File: src/rtl/clkseq_pkg.sv
package clkseq_pkg;

    localparam int NCLK   = 18;
    localparam int DW_W   = 8;
    localparam int PAT_AW = 6;
    localparam int SEQ_AW = 4;
    localparam int RSP_W  = 4;
    localparam int REP_W  = 8;

    typedef struct packed {
        logic              eop;
        logic [DW_W-1:0]   dwell;
        logic [NCLK-1:0]   lv;
    } pat_word_t;

    typedef struct packed {
        logic              stop;
        logic [RSP_W-1:0]  rsp;
        logic [REP_W-1:0]  rep;
        logic [PAT_AW-1:0] start;
    } seq_word_t;

    localparam int PAT_W = $bits(pat_word_t);
    localparam int SEQ_W = $bits(seq_word_t);

    typedef enum logic [1:0] {
        ST_IDLE  = 2'd0,
        ST_FETCH = 2'd1,
        ST_PLAY  = 2'd2
    } run_state_t;

    // Address of the state that follows the current one: restart at the
    // pattern start after an end-of-pattern state, otherwise step by one.
    function automatic logic [PAT_AW-1:0] follow_addr(
        input logic              at_eop,
        input logic [PAT_AW-1:0] cur,
        input logic [PAT_AW-1:0] first
    );
        return at_eop ? first : cur + 1'b1;
    endfunction

endpackage

File: src/rtl/clkseq_mem.sv
module clkseq_mem #(
    parameter int AW = 6,
    parameter int W  = 27
) (
    input  logic          clk,
    input  logic          wr_en,
    input  logic [AW-1:0] wr_addr,
    input  logic [W-1:0]  wr_data,
    input  logic [AW-1:0] rd_addr,
    output logic [W-1:0]  rd_data
);
    localparam int DEPTH = 1 << AW;

    logic [W-1:0] cells [DEPTH];

    always_ff @(posedge clk) begin
        if (wr_en) begin
            cells[wr_addr] <= wr_data;
        end
    end

    assign rd_data = cells[rd_addr];

endmodule

File: src/rtl/clkseq_dwell.sv
module clkseq_dwell #(
    parameter int DW_W  = 8,
    parameter int RSP_W = 4
) (
    input  logic             clk,
    input  logic             rst,
    input  logic             load,
    input  logic             run,
    input  logic [DW_W-1:0]  dwell_in,
    input  logic [RSP_W-1:0] rsp_in,
    output logic             last
);
    logic [DW_W-1:0]  dcnt;
    logic [RSP_W-1:0] rcnt;
    logic [RSP_W-1:0] rreload;

    always_ff @(posedge clk) begin
        if (rst) begin
            dcnt    <= '0;
            rcnt    <= '0;
            rreload <= '0;
        end else if (load) begin
            dcnt    <= dwell_in;
            rcnt    <= rsp_in;
            rreload <= rsp_in;
        end else if (run) begin
            if (rcnt == '0) begin
                rcnt <= rreload;
                dcnt <= dcnt - 1'b1;
            end else begin
                rcnt <= rcnt - 1'b1;
            end
        end
    end

    assign last = (dcnt == '0) && (rcnt == '0);

endmodule

File: src/rtl/clkseq_ctrl.sv
module clkseq_ctrl
    import clkseq_pkg::*;
(
    input  logic              clk,
    input  logic              rst,
    input  logic              run_start,
    input  logic              run_abort,
    input  seq_word_t         seq_word,
    input  pat_word_t         pat_word,
    input  logic              tmr_last,
    output logic [SEQ_AW-1:0] seq_raddr,
    output logic [PAT_AW-1:0] pat_raddr,
    output logic              tmr_load,
    output logic              tmr_run,
    output logic [RSP_W-1:0]  tmr_rsp,
    output logic [NCLK-1:0]   lv_out,
    output logic              busy,
    output logic              in_play
);
    run_state_t        state;
    logic [SEQ_AW-1:0] seq_ptr;
    logic [PAT_AW-1:0] pat_ptr;
    logic [PAT_AW-1:0] pat_first;
    logic [REP_W-1:0]  rep_left;
    logic [RSP_W-1:0]  rsp_q;
    logic              cur_eop;
    logic [NCLK-1:0]   lv_q;
    logic              busy_q;

    logic fetch_go;
    logic pat_done;
    logic step;

    assign fetch_go = (state == ST_FETCH) && !run_abort && !seq_word.stop;
    assign pat_done = cur_eop && (rep_left == '0);
    assign step     = (state == ST_PLAY) && !run_abort && tmr_last && !pat_done;

    always_comb begin
        unique case (state)
            ST_FETCH: pat_raddr = seq_word.start;
            ST_PLAY:  pat_raddr = follow_addr(cur_eop, pat_ptr, pat_first);
            default:  pat_raddr = pat_ptr;
        endcase
    end

    assign seq_raddr = seq_ptr;
    assign tmr_load  = fetch_go || step;
    assign tmr_run   = (state == ST_PLAY);
    assign tmr_rsp   = (state == ST_FETCH) ? seq_word.rsp : rsp_q;
    assign lv_out    = lv_q;
    assign busy      = busy_q;
    assign in_play   = (state == ST_PLAY);

    always_ff @(posedge clk) begin
        if (rst) begin
            state     <= ST_IDLE;
            seq_ptr   <= '0;
            pat_ptr   <= '0;
            pat_first <= '0;
            rep_left  <= '0;
            rsp_q     <= '0;
            cur_eop   <= 1'b0;
            lv_q      <= '0;
            busy_q    <= 1'b0;
        end else begin
            unique case (state)
                ST_IDLE: begin
                    if (run_start) begin
                        seq_ptr <= '0;
                        busy_q  <= 1'b1;
                        state   <= ST_FETCH;
                    end
                end
                ST_FETCH: begin
                    if (run_abort || seq_word.stop) begin
                        busy_q <= 1'b0;
                        state  <= ST_IDLE;
                    end else begin
                        rsp_q     <= seq_word.rsp;
                        rep_left  <= seq_word.rep;
                        pat_first <= seq_word.start;
                        pat_ptr   <= seq_word.start;
                        lv_q      <= pat_word.lv;
                        cur_eop   <= pat_word.eop;
                        state     <= ST_PLAY;
                    end
                end
                ST_PLAY: begin
                    if (run_abort) begin
                        busy_q <= 1'b0;
                        state  <= ST_IDLE;
                    end else if (tmr_last) begin
                        if (pat_done) begin
                            seq_ptr <= seq_ptr + 1'b1;
                            state   <= ST_FETCH;
                        end else begin
                            pat_ptr <= pat_raddr;
                            lv_q    <= pat_word.lv;
                            cur_eop <= pat_word.eop;
                            if (cur_eop) begin
                                rep_left <= rep_left - 1'b1;
                            end
                        end
                    end
                end
                default: state <= ST_IDLE;
            endcase
        end
    end

endmodule

File: src/rtl/clkseq_top.sv
module clkseq_top
    import clkseq_pkg::*;
(
    input  logic              clk,
    input  logic              rst,
    input  logic              run_start,
    input  logic              run_abort,
    input  logic              pat_wr_en,
    input  logic [PAT_AW-1:0] pat_wr_addr,
    input  logic [PAT_W-1:0]  pat_wr_data,
    input  logic              seq_wr_en,
    input  logic [SEQ_AW-1:0] seq_wr_addr,
    input  logic [SEQ_W-1:0]  seq_wr_data,
    output logic [NCLK-1:0]   clk_lines,
    output logic              busy
);
    logic [SEQ_AW-1:0] seq_raddr;
    logic [PAT_AW-1:0] pat_raddr;
    logic [SEQ_W-1:0]  seq_rdata;
    logic [PAT_W-1:0]  pat_rdata;
    logic              tmr_load;
    logic              tmr_run;
    logic [RSP_W-1:0]  tmr_rsp;
    logic              dwell_done;
    logic              in_play;
    pat_word_t         pat_word;
    seq_word_t         seq_word;

    assign pat_word = pat_word_t'(pat_rdata);
    assign seq_word = seq_word_t'(seq_rdata);

    clkseq_mem #(.AW(PAT_AW), .W(PAT_W)) u_pat (
        .clk     (clk),
        .wr_en   (pat_wr_en && !busy),
        .wr_addr (pat_wr_addr),
        .wr_data (pat_wr_data),
        .rd_addr (pat_raddr),
        .rd_data (pat_rdata)
    );

    clkseq_mem #(.AW(SEQ_AW), .W(SEQ_W)) u_seq (
        .clk     (clk),
        .wr_en   (seq_wr_en && !busy),
        .wr_addr (seq_wr_addr),
        .wr_data (seq_wr_data),
        .rd_addr (seq_raddr),
        .rd_data (seq_rdata)
    );

    clkseq_dwell #(.DW_W(DW_W), .RSP_W(RSP_W)) u_dwell (
        .clk      (clk),
        .rst      (rst),
        .load     (tmr_load),
        .run      (tmr_run),
        .dwell_in (pat_word.dwell),
        .rsp_in   (tmr_rsp),
        .last     (dwell_done)
    );

    clkseq_ctrl u_ctrl (
        .clk       (clk),
        .rst       (rst),
        .run_start (run_start),
        .run_abort (run_abort),
        .seq_word  (seq_word),
        .pat_word  (pat_word),
        .tmr_last  (dwell_done),
        .seq_raddr (seq_raddr),
        .pat_raddr (pat_raddr),
        .tmr_load  (tmr_load),
        .tmr_run   (tmr_run),
        .tmr_rsp   (tmr_rsp),
        .lv_out    (clk_lines),
        .busy      (busy),
        .in_play   (in_play)
    );

endmodule

File: config.mk
export PLATFORM = sky130hd
export DESIGN_NAME = clkseq_top
export DESIGN_NICKNAME = d
export VERILOG_FILES = /design/src/rtl/clkseq_pkg.sv /design/src/rtl/clkseq_mem.sv /design/src/rtl/clkseq_dwell.sv /design/src/rtl/clkseq_ctrl.sv /design/src/rtl/clkseq_top.sv
export SDC_FILE = /design/constraint.sdc
export NUM_CORES = 2
export LEC_CHECK = 0
export ABC_AREA = 1
export BUFFER_PORTS_ARGS = -buffer_cell sky130_fd_sc_hd__buf_2
export CORE_ASPECT_RATIO = 0.9
export CORE_UTILIZATION = 46
export DETAILED_ROUTE_END_ITERATION = 16
export HOLD_SLACK_MARGIN = 0.03
export SKIP_LAST_GASP = 1
export SLEW_MARGIN = 30
export SYNTH_ARGS = -nofsm -noshare
export SYNTH_HDL_FRONTEND = slang
export SYNTH_SLANG_ARGS = --single-unit
File: constraint.sdc
create_clock -name clk -period 5.85 [get_ports clk]
set_input_delay 0.2925 -clock clk [delete_from_list [all_inputs] [get_ports clk]]
set_output_delay 0.2925 -clock clk [all_outputs]
set_load 0.02 [all_outputs]
==> results_dict.tcl <==
set metrics [dict create \
    viasPerCell 5.91 \
    ff2ff_setup_slack_ns 0.92 \
    ios 81 \
    cts_made_buffers 208 \
    rr_worst_depth 19 \
    hold_depth 4 \
    slowest_stage "buf_4" \
    routed_wl_um 255000 \
    p_leak_nw 33.4 \
    yosys_warnings 0 \
    reg2reg_to "u_ctrl.lv_out[12]$_SDFFE_PP0P_" \
    root_buffer "clkbuf_16" \
    h-tree-depth 4 \
    gr-total-overflow 0 \
    cp_cell_sequence "buf_4 > nor2_1 > nor2_1 > o21ai_0 > o211ai_1 > nand3_1 > nand2_1 > nand2_1 > nand2_1 > o21ai_4 > inv_8 > buf_4 > nand3_1 > nand3_1 > nand3_1 > nand3_1 > nand3_1 > nand2_1 > inv_1" \
    wl_met1_um 109000 \
    ant_nets 0 \
    cp-end-kind "flop" \
    synth_area_per_cell_um2 12.7 \
    fp.dieW_um 458 \
    clk_pin_slew_ns 0.06 \
    worstHoldStart "run_start" \
    status "completed" \
    setup-violations-final 0 \
    critPathMaxFanout 74 \
    synth.ff_latch_count 2102 \
    critPathRequiredTime_ns 6.57 \
    wl_met2_um 114000 \
    crit_family "simple AND/OR/NAND/NOR gates" \
    grt_max_degree 122 \
    fp-row-count 150 \
    grt_pass1_vias 52400 \
    placed_cell_area_um2 91100 \
    drive_above_1_share_pct 13.5 \
    maxSlewHeadroom_pct 30.6 \
    async_reset_ff_share_pct 0 \
    cts_tree "yes" \
    syn_inst 6766 \
    fmax_mhz 203 \
    cap_violations 0 \
    place_congestion 0.851 \
    timing.final.crit_share_pct 84.3 \
    dp_hpwl_um 143000 \
    area_growth_pct 13.9 \
    hold_class "input port to flop" \
    arrival_ns 5.65 \
    vias 56000 \
    synthesis.area_um2 86000 \
    start_kind "flop" \
    worst-path-buf-inv 4 \
    fin_skew_ns 0.0446 \
    p_total_mw 37.2 \
    min_to "u_ctrl.seq_raddr[3]$_SDFFE_PP0P_" \
    clockBufferDepth 3 \
    critPathMaxStageDelay_ns 0.69 \
    finalMaxSlewViolations 0 \
    worstSkewPairLatency_ns 0.86 \
    route.detailed.wl_per_inst_um 26.9 \
    critical-path-top-cell-by-count "nand3_1" \
    ys_seq_area_share_pct 72.6 \
    final_area_um2 98000 \
    grt_pass1_wl_um 370000 \
    core_um2 186000 \
    die_h_um 412 \
    die_area_um2 189000 \
    synth_top_flop_cell "edfxtp_1" \
    highest_layer "met5" \
    first_iter_violations 7050 \
    cts.sinks 2102 \
    port_buffers 80 \
    finalHoldViolCount 0 \
    grt_setup_unrepaired "false" \
    met3_length_um 23300 \
    tightest_slew_ns 1.04 \
    start_util_pct 46.3 \
    ir_drop_v 0.000336 \
    syn-num-nets 6839 \
    p_per_area_nw_per_um2 379 \
    post-route-util_pct 52.7 \
    setup_tns_ns 0 \
    antenna_found_initial 11 \
    drt_first_pass_iters 6 \
    path_class "flop to flop" \
    synth_cell_type_count 42 \
    drcViolationCount 0 \
    track_usage_pct 26.7 \
    min_period_ns 4.93 \
    synth-edff-count 2032 \
    nNetsFinal 6919 \
]
## worst min-delay path, stage by stage
cell and delay, ns:
buf_2 0.18, nor2_1 0.12, o21ai_0 0.24, nor2_1 0.08
## report_power, final
part	internal [mW]	leakage [nW]	total, mW	switching [mW]
registers	16.6	18.9	16.8	0.134
logic	2.05	11.4	7.26	5.21
clock network	7.35	3.23	13.2	5.81
## worst max path at each step
stage	endpoint	depth (start not counted)	start	slack, ns
floorplan	u_pat.cells[0][0]$_DFFE_PP_	3	u_ctrl.busy$_SDFFE_PP0P_	3.22
global route	u_ctrl.lv_out[12]$_SDFFE_PP0P_	17	flop	0.61
finish	u_ctrl.lv_out[12]$_SDFFE_PP0P_	19	flop	0.92
global placement	u_ctrl.lv_out[14]$_SDFFE_PP0P_	19	flop	1.01
detailed placement	u_ctrl.lv_out[14]$_SDFFE_PP0P_	19	flop	0.97
CTS	u_ctrl.lv_out[14]$_SDFFE_PP0P_	19	flop	0.97
## cells in the final DEF, fill, tap and decap left out, types with 6 or more instances in the layout
cell           count
xnor2_1            7
o21ai_0          492
edfxtp_1        2032
nand3_1          845
or2_2            248
buf_4            144
clkinv_2          34
dfxtp_1           68
nor2_1           367
o21ai_1          107
nand3b_1          66
clkinv_1          89
buf_16            47
a21oi_1           73
clkbuf_1          57
inv_1            491
o221ai_1          45
buf_12            39
nor2_4            76
inv_2              7
nand4_1           10
o22ai_1           20
clkbuf_8           9
bufinv_16         14
buf_2             80
dlygate4sd3_1     21
nand2_1          638
ha_1              11
o211ai_1         615
nor3_1             6
clkbuf_16        210
a211oi_1           7
## metrics by stage
step | std cells | hold slack [ns] | setup slack (ns)
floorplan | 6766 | 0.391 | 3.22
global placement | 8995 | 0.435 | 1.01
detailed placement | 9046 | 0.442 | 0.974
CTS | 9457 | 0.0754 | 0.967
global route | 9459 | 0.145 | 0.605
finish | 9463 | 0.115 | 0.920
## logic make-up after synthesis
group / after synthesis / share of synthesized area (%)
compound gates: 1375 / 10.1
simple gates: 2265 / 12.2
flops: 2102 / 72.6
xor+xnor: 9 / 0.0916
buf+inv: 1004 / 4.92
fa+ha+maj: 11 / 0.160
## final cells by class
class                      count  area (um^2)
clock inverter               114         1060
antenna                        5         12.5
fill                       15500        87800
multi-input combinational   3660        20000
sequential                  2102        62400
clock buffer                 276         5590
inverter                     541         2050
timing repair buffer         333         3790
tap                         2432         3040
## cell usage after synthesis, drive strengths merged, types with 6 or more instances
| library cell | instances | area, um^2 |
|---|---|---|
| dfxtp | 70 | 1400 |
| clkbuf | 221 | 830 |
| clkinv | 40 | 151 |
| ha | 11 | 138 |
| inv | 501 | 1890 |
| buf | 240 | 1350 |
| nor3 | 6 | 30.0 |
| o22ai | 20 | 125 |
| nand2 | 643 | 2430 |
| nor2 | 447 | 1680 |
| xnor2 | 7 | 61.3 |
| o211ai | 615 | 4620 |
| nand3b | 66 | 495 |
| nand4 | 10 | 62.6 |
| edfxtp | 2032 | 61000 |
| nand3 | 845 | 4230 |
| o221ai | 45 | 394 |
| or2 | 248 | 1550 |
| a211oi | 7 | 52.6 |
| o21ai | 604 | 3030 |
| a21oi | 74 | 382 |
## per-layer routing
layer / vias to the layer above / GRT usage [%]
met5: - / 0
met2: 2585 / 40.5
met3: 410 / 4.44
met1: 28000 / 39.3
met4: 8 / 8.96
li1: 24900 / -
## registers in the layout, summed over array words and instances, names as in the netlist, 2 cells and up, named ones only
register          count
u_pat.cells        1728
u_seq.cells         304
u_ctrl.lv_out        18
u_ctrl.rep_left       8
u_dwell.dcnt          8
u_ctrl.pat_first      6
u_ctrl.pat_ptr        6
u_ctrl.rsp_q          4
u_ctrl.seq_raddr      4
u_dwell.rcnt          4
u_dwell.rreload       4
u_ctrl.state          2
## what timing repair did
item / 4_1_cts / 5_1_grt
setup buffers: 0 / 0
resized for setup: 0 / 0
setup endpoints to repair: 0 / 0
hold buffers: 21 / 0
endpoints found under the hold margin: 323 / 0
Note: power is estimated with default switching activity, not from simulation.
